<file path="src/rtl/bta_pkg.sv">
package bta_pkg;

    // space encoding on the request side
    typedef enum logic {
        SP_PROG = 1'b0,
        SP_DATA = 1'b1
    } space_e;

    // control register image
    typedef struct packed {
        logic       xsp_en;    // turnaround on program->data change
        logic [3:0] size_code; // bank = 2^(code+BASE) words
    } cfg_t;

    localparam int CFG_W = $bits(cfg_t);

endpackage

</file>
<file path="src/rtl/bta_cfg_reg.sv">
module bta_cfg_reg
    import bta_pkg::*;
#(
    parameter logic [3:0] RESET_CODE = 4'd4
) (
    input  logic             clk,
    input  logic             rst_n,
    input  logic             we,
    input  logic [CFG_W-1:0] wdata,
    output cfg_t             cfg_q
);

    cfg_t cfg_d;

    always_comb begin
        cfg_d = cfg_q;
        if (we) begin
            cfg_d = cfg_t'(wdata);
        end
    end

    always_ff @(posedge clk) begin
        if (!rst_n) begin
            cfg_q <= '{xsp_en: 1'b1, size_code: RESET_CODE};
        end else begin
            cfg_q <= cfg_d;
        end
    end


    cfg_hold_chk: assert property (@(posedge clk) disable iff (!rst_n)
        !we |=> $stable(cfg_q));

endmodule

</file>
<file path="src/rtl/bta_bank_cmp.sv">
module bta_bank_cmp
    import bta_pkg::*;
#(
    parameter int ADDR_W    = 20,
    parameter int BASE_LOG2 = 12,
    parameter int KMAX      = 4
) (
    input  cfg_t              cfg,
    input  logic [ADDR_W-1:0] cur_addr,
    input  logic              cur_space,
    input  logic [ADDR_W-1:0] prv_addr,
    input  logic              prv_space,
    output logic              need_gap
);

    localparam int SH_W = $clog2(ADDR_W + BASE_LOG2 + KMAX + 1);

    logic [3:0]        k_eff;
    logic [SH_W-1:0]   shamt;
    logic [ADDR_W-1:0] diff;
    logic              bank_cross;
    logic              to_data;

    always_comb begin
        // codes above KMAX clamp to the largest bank
        k_eff      = (cfg.size_code > 4'(KMAX)) ? 4'(KMAX) : cfg.size_code;
        shamt      = SH_W'(BASE_LOG2) + SH_W'(k_eff);
        diff       = (cur_addr ^ prv_addr) >> shamt;
        bank_cross = (cur_space == prv_space) && (|diff);
        to_data    = cfg.xsp_en && (prv_space == SP_PROG) && (cur_space == SP_DATA);
        need_gap   = bank_cross || to_data;
    end

endmodule

</file>
<file path="src/rtl/bank_turnaround_top.sv">
module bank_turnaround_top
    import bta_pkg::*;
#(
    parameter int ADDR_W    = 20,
    parameter int BASE_LOG2 = 12,
    parameter int KMAX      = 4
) (
    input  logic              clk,
    input  logic              rst_n,
    input  logic              cfg_we,
    input  logic [4:0]        cfg_wdata,
    input  logic              req_valid,
    input  logic              req_ext,
    input  logic              req_space,
    input  logic [ADDR_W-1:0] req_addr,
    output logic              stall,
    output logic              out_valid,
    output logic              out_ext,
    output logic              out_space,
    output logic [ADDR_W-1:0] out_addr
);

    typedef struct packed {
        logic              prev_valid;
        logic              prev_space;
        logic [ADDR_W-1:0] prev_addr;
        logic              gap;
    } st_t;

    st_t  st_d, st_q;
    cfg_t cfg_q;
    logic need_gap;
    logic ext_go;

    bta_cfg_reg #(
        .RESET_CODE (4'(KMAX))
    ) cfg_i (
        .clk   (clk),
        .rst_n (rst_n),
        .we    (cfg_we),
        .wdata (cfg_wdata),
        .cfg_q (cfg_q)
    );

    bta_bank_cmp #(
        .ADDR_W    (ADDR_W),
        .BASE_LOG2 (BASE_LOG2),
        .KMAX      (KMAX)
    ) cmp_i (
        .cfg       (cfg_q),
        .cur_addr  (req_addr),
        .cur_space (req_space),
        .prv_addr  (st_q.prev_addr),
        .prv_space (st_q.prev_space),
        .need_gap  (need_gap)
    );

    always_comb begin
        ext_go    = req_valid && req_ext;
        stall     = ext_go && st_q.prev_valid && need_gap && !st_q.gap;
        out_valid = req_valid && !stall;
        out_ext   = req_ext;
        out_space = req_space;
        out_addr  = req_addr;

        st_d     = st_q;
        st_d.gap = stall;
        if (out_valid && req_ext) begin
            st_d.prev_valid = 1'b1;
            st_d.prev_space = req_space;
            st_d.prev_addr  = req_addr;
        end
    end

    always_ff @(posedge clk) begin
        if (!rst_n) begin
            st_q <= '0;
        end else begin
            st_q <= st_d;
        end
    end


    gap_once_chk: assert property (@(posedge clk) disable iff (!rst_n)
        stall |=> !stall);


    held_goes_chk: assert property (@(posedge clk) disable iff (!rst_n)
        stall ##1 (req_valid && req_ext && $stable(req_addr) && $stable(req_space))
        |-> out_valid);


    stall_hides_chk: assert property (@(posedge clk) disable iff (!rst_n)
        stall |-> !out_valid);


    internal_free_chk: assert property (@(posedge clk) disable iff (!rst_n)
        (req_valid && !req_ext) |-> !stall);


    first_free_chk: assert property (@(posedge clk) disable iff (!rst_n)
        !st_q.prev_valid |-> !stall);


    same_addr_chk: assert property (@(posedge clk) disable iff (!rst_n)
        (st_q.prev_valid && req_addr == st_q.prev_addr && req_space == st_q.prev_space)
        |-> !stall);

endmodule

</file>
<file path="config.mk">
export PLATFORM = sky130hd
export DESIGN_NAME = bank_turnaround_top
export DESIGN_NICKNAME = d
export VERILOG_FILES = /design/src/rtl/bta_pkg.sv /design/src/rtl/bta_cfg_reg.sv /design/src/rtl/bta_bank_cmp.sv /design/src/rtl/bank_turnaround_top.sv
export SDC_FILE = /design/constraint.sdc
export NUM_CORES = 1
export LEC_CHECK = 0
export BUFFER_PORTS_ARGS = -buffer_cell sky130_fd_sc_hd__clkbuf_2
export CORE_MARGIN = 5
export CORE_UTILIZATION = 47
export DETAILED_ROUTE_END_ITERATION = 12
export PLACE_DENSITY = 0.91
export SYNTH_ARGS = -nofsm -noshare
export SYNTH_HDL_FRONTEND = slang
export SYNTH_SLANG_ARGS = --single-unit
</file>
<file path="constraint.sdc">
create_clock -name clk -period 2.42 [get_ports clk]
set_input_delay 0.242 -clock clk [delete_from_list [all_inputs] [get_ports clk]]
set_output_delay 0.242 -clock clk [all_outputs]
set_load 0.1 [all_outputs]
</file>
### Word level (Yosys, flattened, before mapping)

Index checks and enable logic that the tools add are counted.

| word-level totals | value |
|---|---|
| bits in registers | 28 |
| input bits | 31 |
| output and inout bits | 24 |
| logic and storage cells | 26 |

| operators by class | value |
|---|---|
| add/sub/neg operators | 1 |
| order comparisons | 1 |
| eq/ne operators | 1 |
| shift-type cells | 1 |
| mux-type cells | 1 |
| bitwise operators | 2 |
| reduce and logical (&&, ||, !) cells | 13 |

Operators with widths:

| operator | number |
|---|---|
| $reduce_or A20 Y1 | 1 |
| $shr A20 B6 Y20 | 1 |
| $xor A20 B20 Y20 | 1 |
| $logic_and A1 B1 Y1 | 9 |
| $add A4 B4 Y5 const A | 1 |
| $gt A4 B3 Y1 const B | 1 |
| $mux W4 | 1 |
| $logic_not A1 Y1 | 2 |
| $eq A1 B1 Y1 | 1 |
| $logic_or A1 B1 Y1 | 1 |
| $not A1 Y1 | 1 |

### Longest topological paths before layout

| depth | value |
|---|---|
| depth in word-level cells | 12 |
| gate-level depth with buffers | 6 |
| depth with buffers taken out | 5 |

### By module

From an unflattened synthesis, not the netlist that was laid out.

| second synthesis, totals | value |
|---|---|
| cells, all modules | 159 |
| area, all modules | 1,451.4 um^2 |

By module, submodules not included:

| module | times used | cells each | area each (um^2) | sequential area each (um^2) |
|---|---|---|---|---|
| bank_turnaround_top | 1 | 123 | 1,107.3 | 460.4 |
| bta_cfg_reg | 1 | 16 | 187.7 | 100.1 |
| bta_bank_cmp | 1 | 20 | 156.4 | 0.0 |

### Worst setup path after synthesis

Ideal clock, no wire load.

| timing | value |
|---|---|
| kind | register to output |
| start point | register st_q[13] (netlist bit) |
| end point | output port out_valid |
| arrival time | 2.546 ns |
| required time | 2.178 ns |
| path slack | -0.368 ns |
| cell stages (with the launch flop) | 6 |
| path buffers | 0 |
| path through | dfxtp_1 -> xor2_1 -> o2bb2ai_1 -> o21ai_0 -> a21boi_2 -> nor2b_1 |

| on the way | value |
|---|---|
| longest elaborated chain between the ends | 9 |

RTL lines:

| element | RTL line | text |
|---|---|---|
| start, declared | bank_turnaround_top.sv:30 | `st_t st_d, st_q;` |
| start signal, assigned | bank_turnaround_top.sv:79 | `st_q <= st_d;` |
| $xor A20 B20 Y20 | bta_bank_cmp.sv:28 | `diff = (cur_addr ^ prv_addr) >> shamt;` |
| $shr A20 B6 Y20 | bta_bank_cmp.sv:28 |  |
| $reduce_or A20 Y1 | bta_bank_cmp.sv:29 | `bank_cross = (cur_space == prv_space) && (\|diff);` |
| $logic_and A1 B1 Y1 | bta_bank_cmp.sv:29 |  |
| $logic_or A1 B1 Y1 | bta_bank_cmp.sv:31 | `need_gap = bank_cross \|\| to_data;` |
| $logic_and A1 B1 Y1 (2 in a row) | bank_turnaround_top.sv:60 | `stall = ext_go && st_q.prev_valid && need_gap && !st_q.gap;` |
| net stall | bank_turnaround_top.sv:16 | `output logic stall,` |
| $logic_not A1 Y1 | bank_turnaround_top.sv:61 | `out_valid = req_valid && !stall;` |
| $logic_and A1 B1 Y1 | bank_turnaround_top.sv:61 |  |
| end, declared | bank_turnaround_top.sv:17 | `output logic out_valid,` |

The timed path passes the listed nets, and every way through them passes these cells.

### Worst setup path after layout

| timing | value |
|---|---|
| start point | register cfg_i.cfg_q[1] (netlist name) |
| end point | output port out_valid |

| on the way | value |
|---|---|
| longest elaborated chain between the ends | 11 |

RTL lines:

| element | RTL line | text |
|---|---|---|
| $gt A4 B3 Y1 | bta_bank_cmp.sv:26 | `k_eff = (cfg.size_code > 4'(KMAX)) ? 4'(KMAX) : cfg.size_code;` |
| $mux W4 (*) | bta_bank_cmp.sv:26 |  |
| $add A4 B4 Y5 (*) | bta_bank_cmp.sv:27 | `shamt = SH_W'(BASE_LOG2) + SH_W'(k_eff);` |
| $shr A20 B6 Y20 (*) | bta_bank_cmp.sv:28 |  |
| $reduce_or A20 Y1 (*) | bta_bank_cmp.sv:29 |  |
| $logic_and A1 B1 Y1 (*) | bta_bank_cmp.sv:29 |  |
| $logic_or A1 B1 Y1 (*) | bta_bank_cmp.sv:31 |  |
| $logic_and A1 B1 Y1 (*) (2 in a row) | bank_turnaround_top.sv:60 |  |
| $logic_not A1 Y1 (*) | bank_turnaround_top.sv:61 |  |
| $logic_and A1 B1 Y1 (*) | bank_turnaround_top.sv:61 |  |

Mark *: on every way between the ends. The rest lies on a longest branch, timed or not.

==> flow_summary.yaml <==
status:
  status: "finished, final reports clean"
critical_path:
  r2r_slack_ps: 620
  startpoint: "cfg_i.cfg_q[1]"
  timing.critical_path.fanout_max: 4
  regToRegEndpoint: "st_q[15]"
  endpoint_kind: "primary output"
  worst_setup_path_start_kind: "flop"
  worstPathRequired_ps: 2180
  worstReg2RegStart: "st_q[0]"
  cp.arrival_ps: 1900
  reg2reg_depth: 6
  path_class: "flop to primary output"
clock_network:
  cts_tree: "yes"
  cts-root-buf: "clkbuf_4"
  cts_hold_buf: 0
  cts_buffers: 3
  htree_levels: 1
  clk-insertion-delay-late_ps: 280
  clockBufferDepth: 2
  cts_setup_buffers: 0
  clk_pin_slew_ps: 90
  post_cts_resized: 0
  cts.sinks: 16
logic_synthesis:
  synth_compound_area_share_pct: 9.07
  ys_ff_latch: 16
  synth.area.mux_share_pct: 14.1
  synthTopCellsByCount: "buf_4, nand2_1, dfxtp_1, mux2i_1, xnor2_1"
  synth_area_um2: 993
  ys_seq_area_share_pct: 32.2
  netlist_instances: 112
  synthArstFlopShare_pct: 0
  yosys-top-cells-area: "dfxtp_1, buf_4, mux2i_1"
  yosysTopAreaCell: "dfxtp_1"
  synth.yosys.warnings: 0
  synth_flop_cell: "dfxtp_1"
  synth_nets: 143
  yosys.area_share.adder_pct: 0
  synth_top_family_by_area: "buffers and inverters"
  synth_xor_area_share_pct: 7.05
  avgSynthCellArea_um2: 8.87
  synthDistinctLibCells: 25
  synth-edff-count: 0
  synth_top_area_share_pct: 32.2
  synth-simple-area-share_pct: 17.9
place:
  gp_congestion: 0.781
  io_buffers: 30
  dp_cells: 143
  hpwl_um: 1410
pwr:
  clkPwrFrac_pct: 23.1
  comb_power_share_pct: 29.1
  ir_drop_uv: 271
  p_int_w: 0.000386
  p_switching_w: 0.000216
  swShare_pct: 35.9
  total_power_w: 0.000602
  powerDensity_nw_per_um2: 587
  p_seq_share_pct: 47.8
  power.leakage_nw: 0.480
drt:
  post_drt_via_cell_ratio: 4.87
  vias: 711
  routed_wl_um: 1740
  drc: 0
  wire_per_inst_um: 11.9
  drtIter0Drc: 12
  ant_nets: 0
  first_pass_iters: 4
worst_hold_path:
  holdPathStages: 3
  hp-start: "cfg_wdata[4]"
  whs_endpoint: "cfg_i.cfg_q[4]"
  hold_path.class: "input port to flop"
floorplanning:
  start_util_pct: 50.1
  die_x_um: 56.0
  rows: 16
  die_area_um2: 3130
  fp.dieH_um: 56.0
  io-pin-count: 55
  coreArea_um2: 1980
global_route:
  grt_util_all_layers_pct: 11.2
  grt_max_degree: 26
  grt_antenna_before_repair: 0
  gr-total-overflow: 0
  first_global_vias: 699
  grt_pass1_wl_um: 2880
sta:
  period_minus_slack_ps: 2140
  tightest_slew_ps: 542
  slew_violations: 0
  skew_ps: 5.78
  slew-limit-headroom_pct: 64.0
  fmax_ghz: 0.468
  rsz0062_at_grt: "false"
  setup_viol: 0
  hold_violations: 0
  fin_crit_sh_pct: 88.4
  fin_setup_tns_ps: 0
cells_and_area:
  nets: 152
  diodes: 0
  instances_no_fill: 146
  final_layout_size_suffix_gt1_share_pct: 34.5
  area_growth_syn_to_layout_pct: 3.27
run:
  maxCapViolCount: 0
==> flip-flops by register name (all words and copies together), names as in the netlist <==
name,cells
cfg_i.cfg_q,5
st_q,11
==> power by group through the flow <==
stage	sequential (W)	clock [W]	combinational, W
finish	0.000288	0.000139	0.000175
global route	0.000290	0.000156	0.000187
CTS	0.000288	0.000141	0.000177
detailed placement	0.000294	0	0.000176
global placement	0.000293	0	0.000173
floorplan	0.000292	0	0.000247
==> layer usage <==
layer / part of all wire, % / vias up / track usage, %
li1: - / 359 / -
met1: 41 / 321 / 12.1
met2: 49 / 27 / 19.4
met3: 8.6 / 4 / 3.02
met4: 1.3 / 0 / 6.44
met5: 0 / - / 0
==> through the flow <==
stage / worst slack (ps) / hold slack [ps] / utilization, % / area (um2)
3_3_place_gp: 587 / 456 / 50.6 / 1000
4_1_cts: 271 / 167 / 51.8 / 1030
3_5_place_dp: 574 / 468 / 50.6 / 1000
2_1_floorplan: 186 / 370 / - / 1000
6_report: 282 / 171 / 51.8 / 1030
5_1_grt: 183 / 183 / 51.8 / 1030
==> worst max-delay path: stages, from the launching register on <==
cell      delay, ps
dfxtp_1         380
and2_0          130
o21ai_0         100
o21ai_0         340
a21boi_4        110
nor2b_2         110
clkbuf_2        450
==> placed cells by master, fill, tap and decap left out, types with 2 or more instances in the layout <==
| master | count |
|---|---|
| clkbuf_2 | 30 |
| nand2_1 | 22 |
| dfxtp_1 | 16 |
| mux2i_1 | 14 |
| xnor2_1 | 7 |
| nor2_1 | 4 |
| nor2b_1 | 3 |
| clkbuf_4 | 3 |
| o21ai_0 | 2 |
| and2_1 | 2 |
==> area by class of cell <==
cell class,instances,area [um2]
fillers,180,956
flip-flops and latches,16,320
multi-input cells,68,488
inverters,1,3.75
well taps,27,33.8
clock buffers,3,22.5
repair buffers,31,158
==> how the worst max path moves through the flow <==
stage | slack, ps | cells after the start | to
2_1_floorplan | 190 | 5 | out_valid
3_3_place_gp | 590 | 7 | out_valid
3_5_place_dp | 570 | 7 | st_q[15]
4_1_cts | 270 | 6 | out_valid
5_1_grt | 180 | 6 | out_valid
6_report | 280 | 6 | out_valid
==> cell families (layout without fill, tap and decap cells) <==
logic type | Yosys count | in the layout
simple gates | 38 | 38
buf+inv | 28 | 35
flops | 16 | 16
mux | 14 | 14
compound gates | 8 | 8
xor+xnor | 8 | 8
Note: power is estimated with default switching activity, not from simulation.
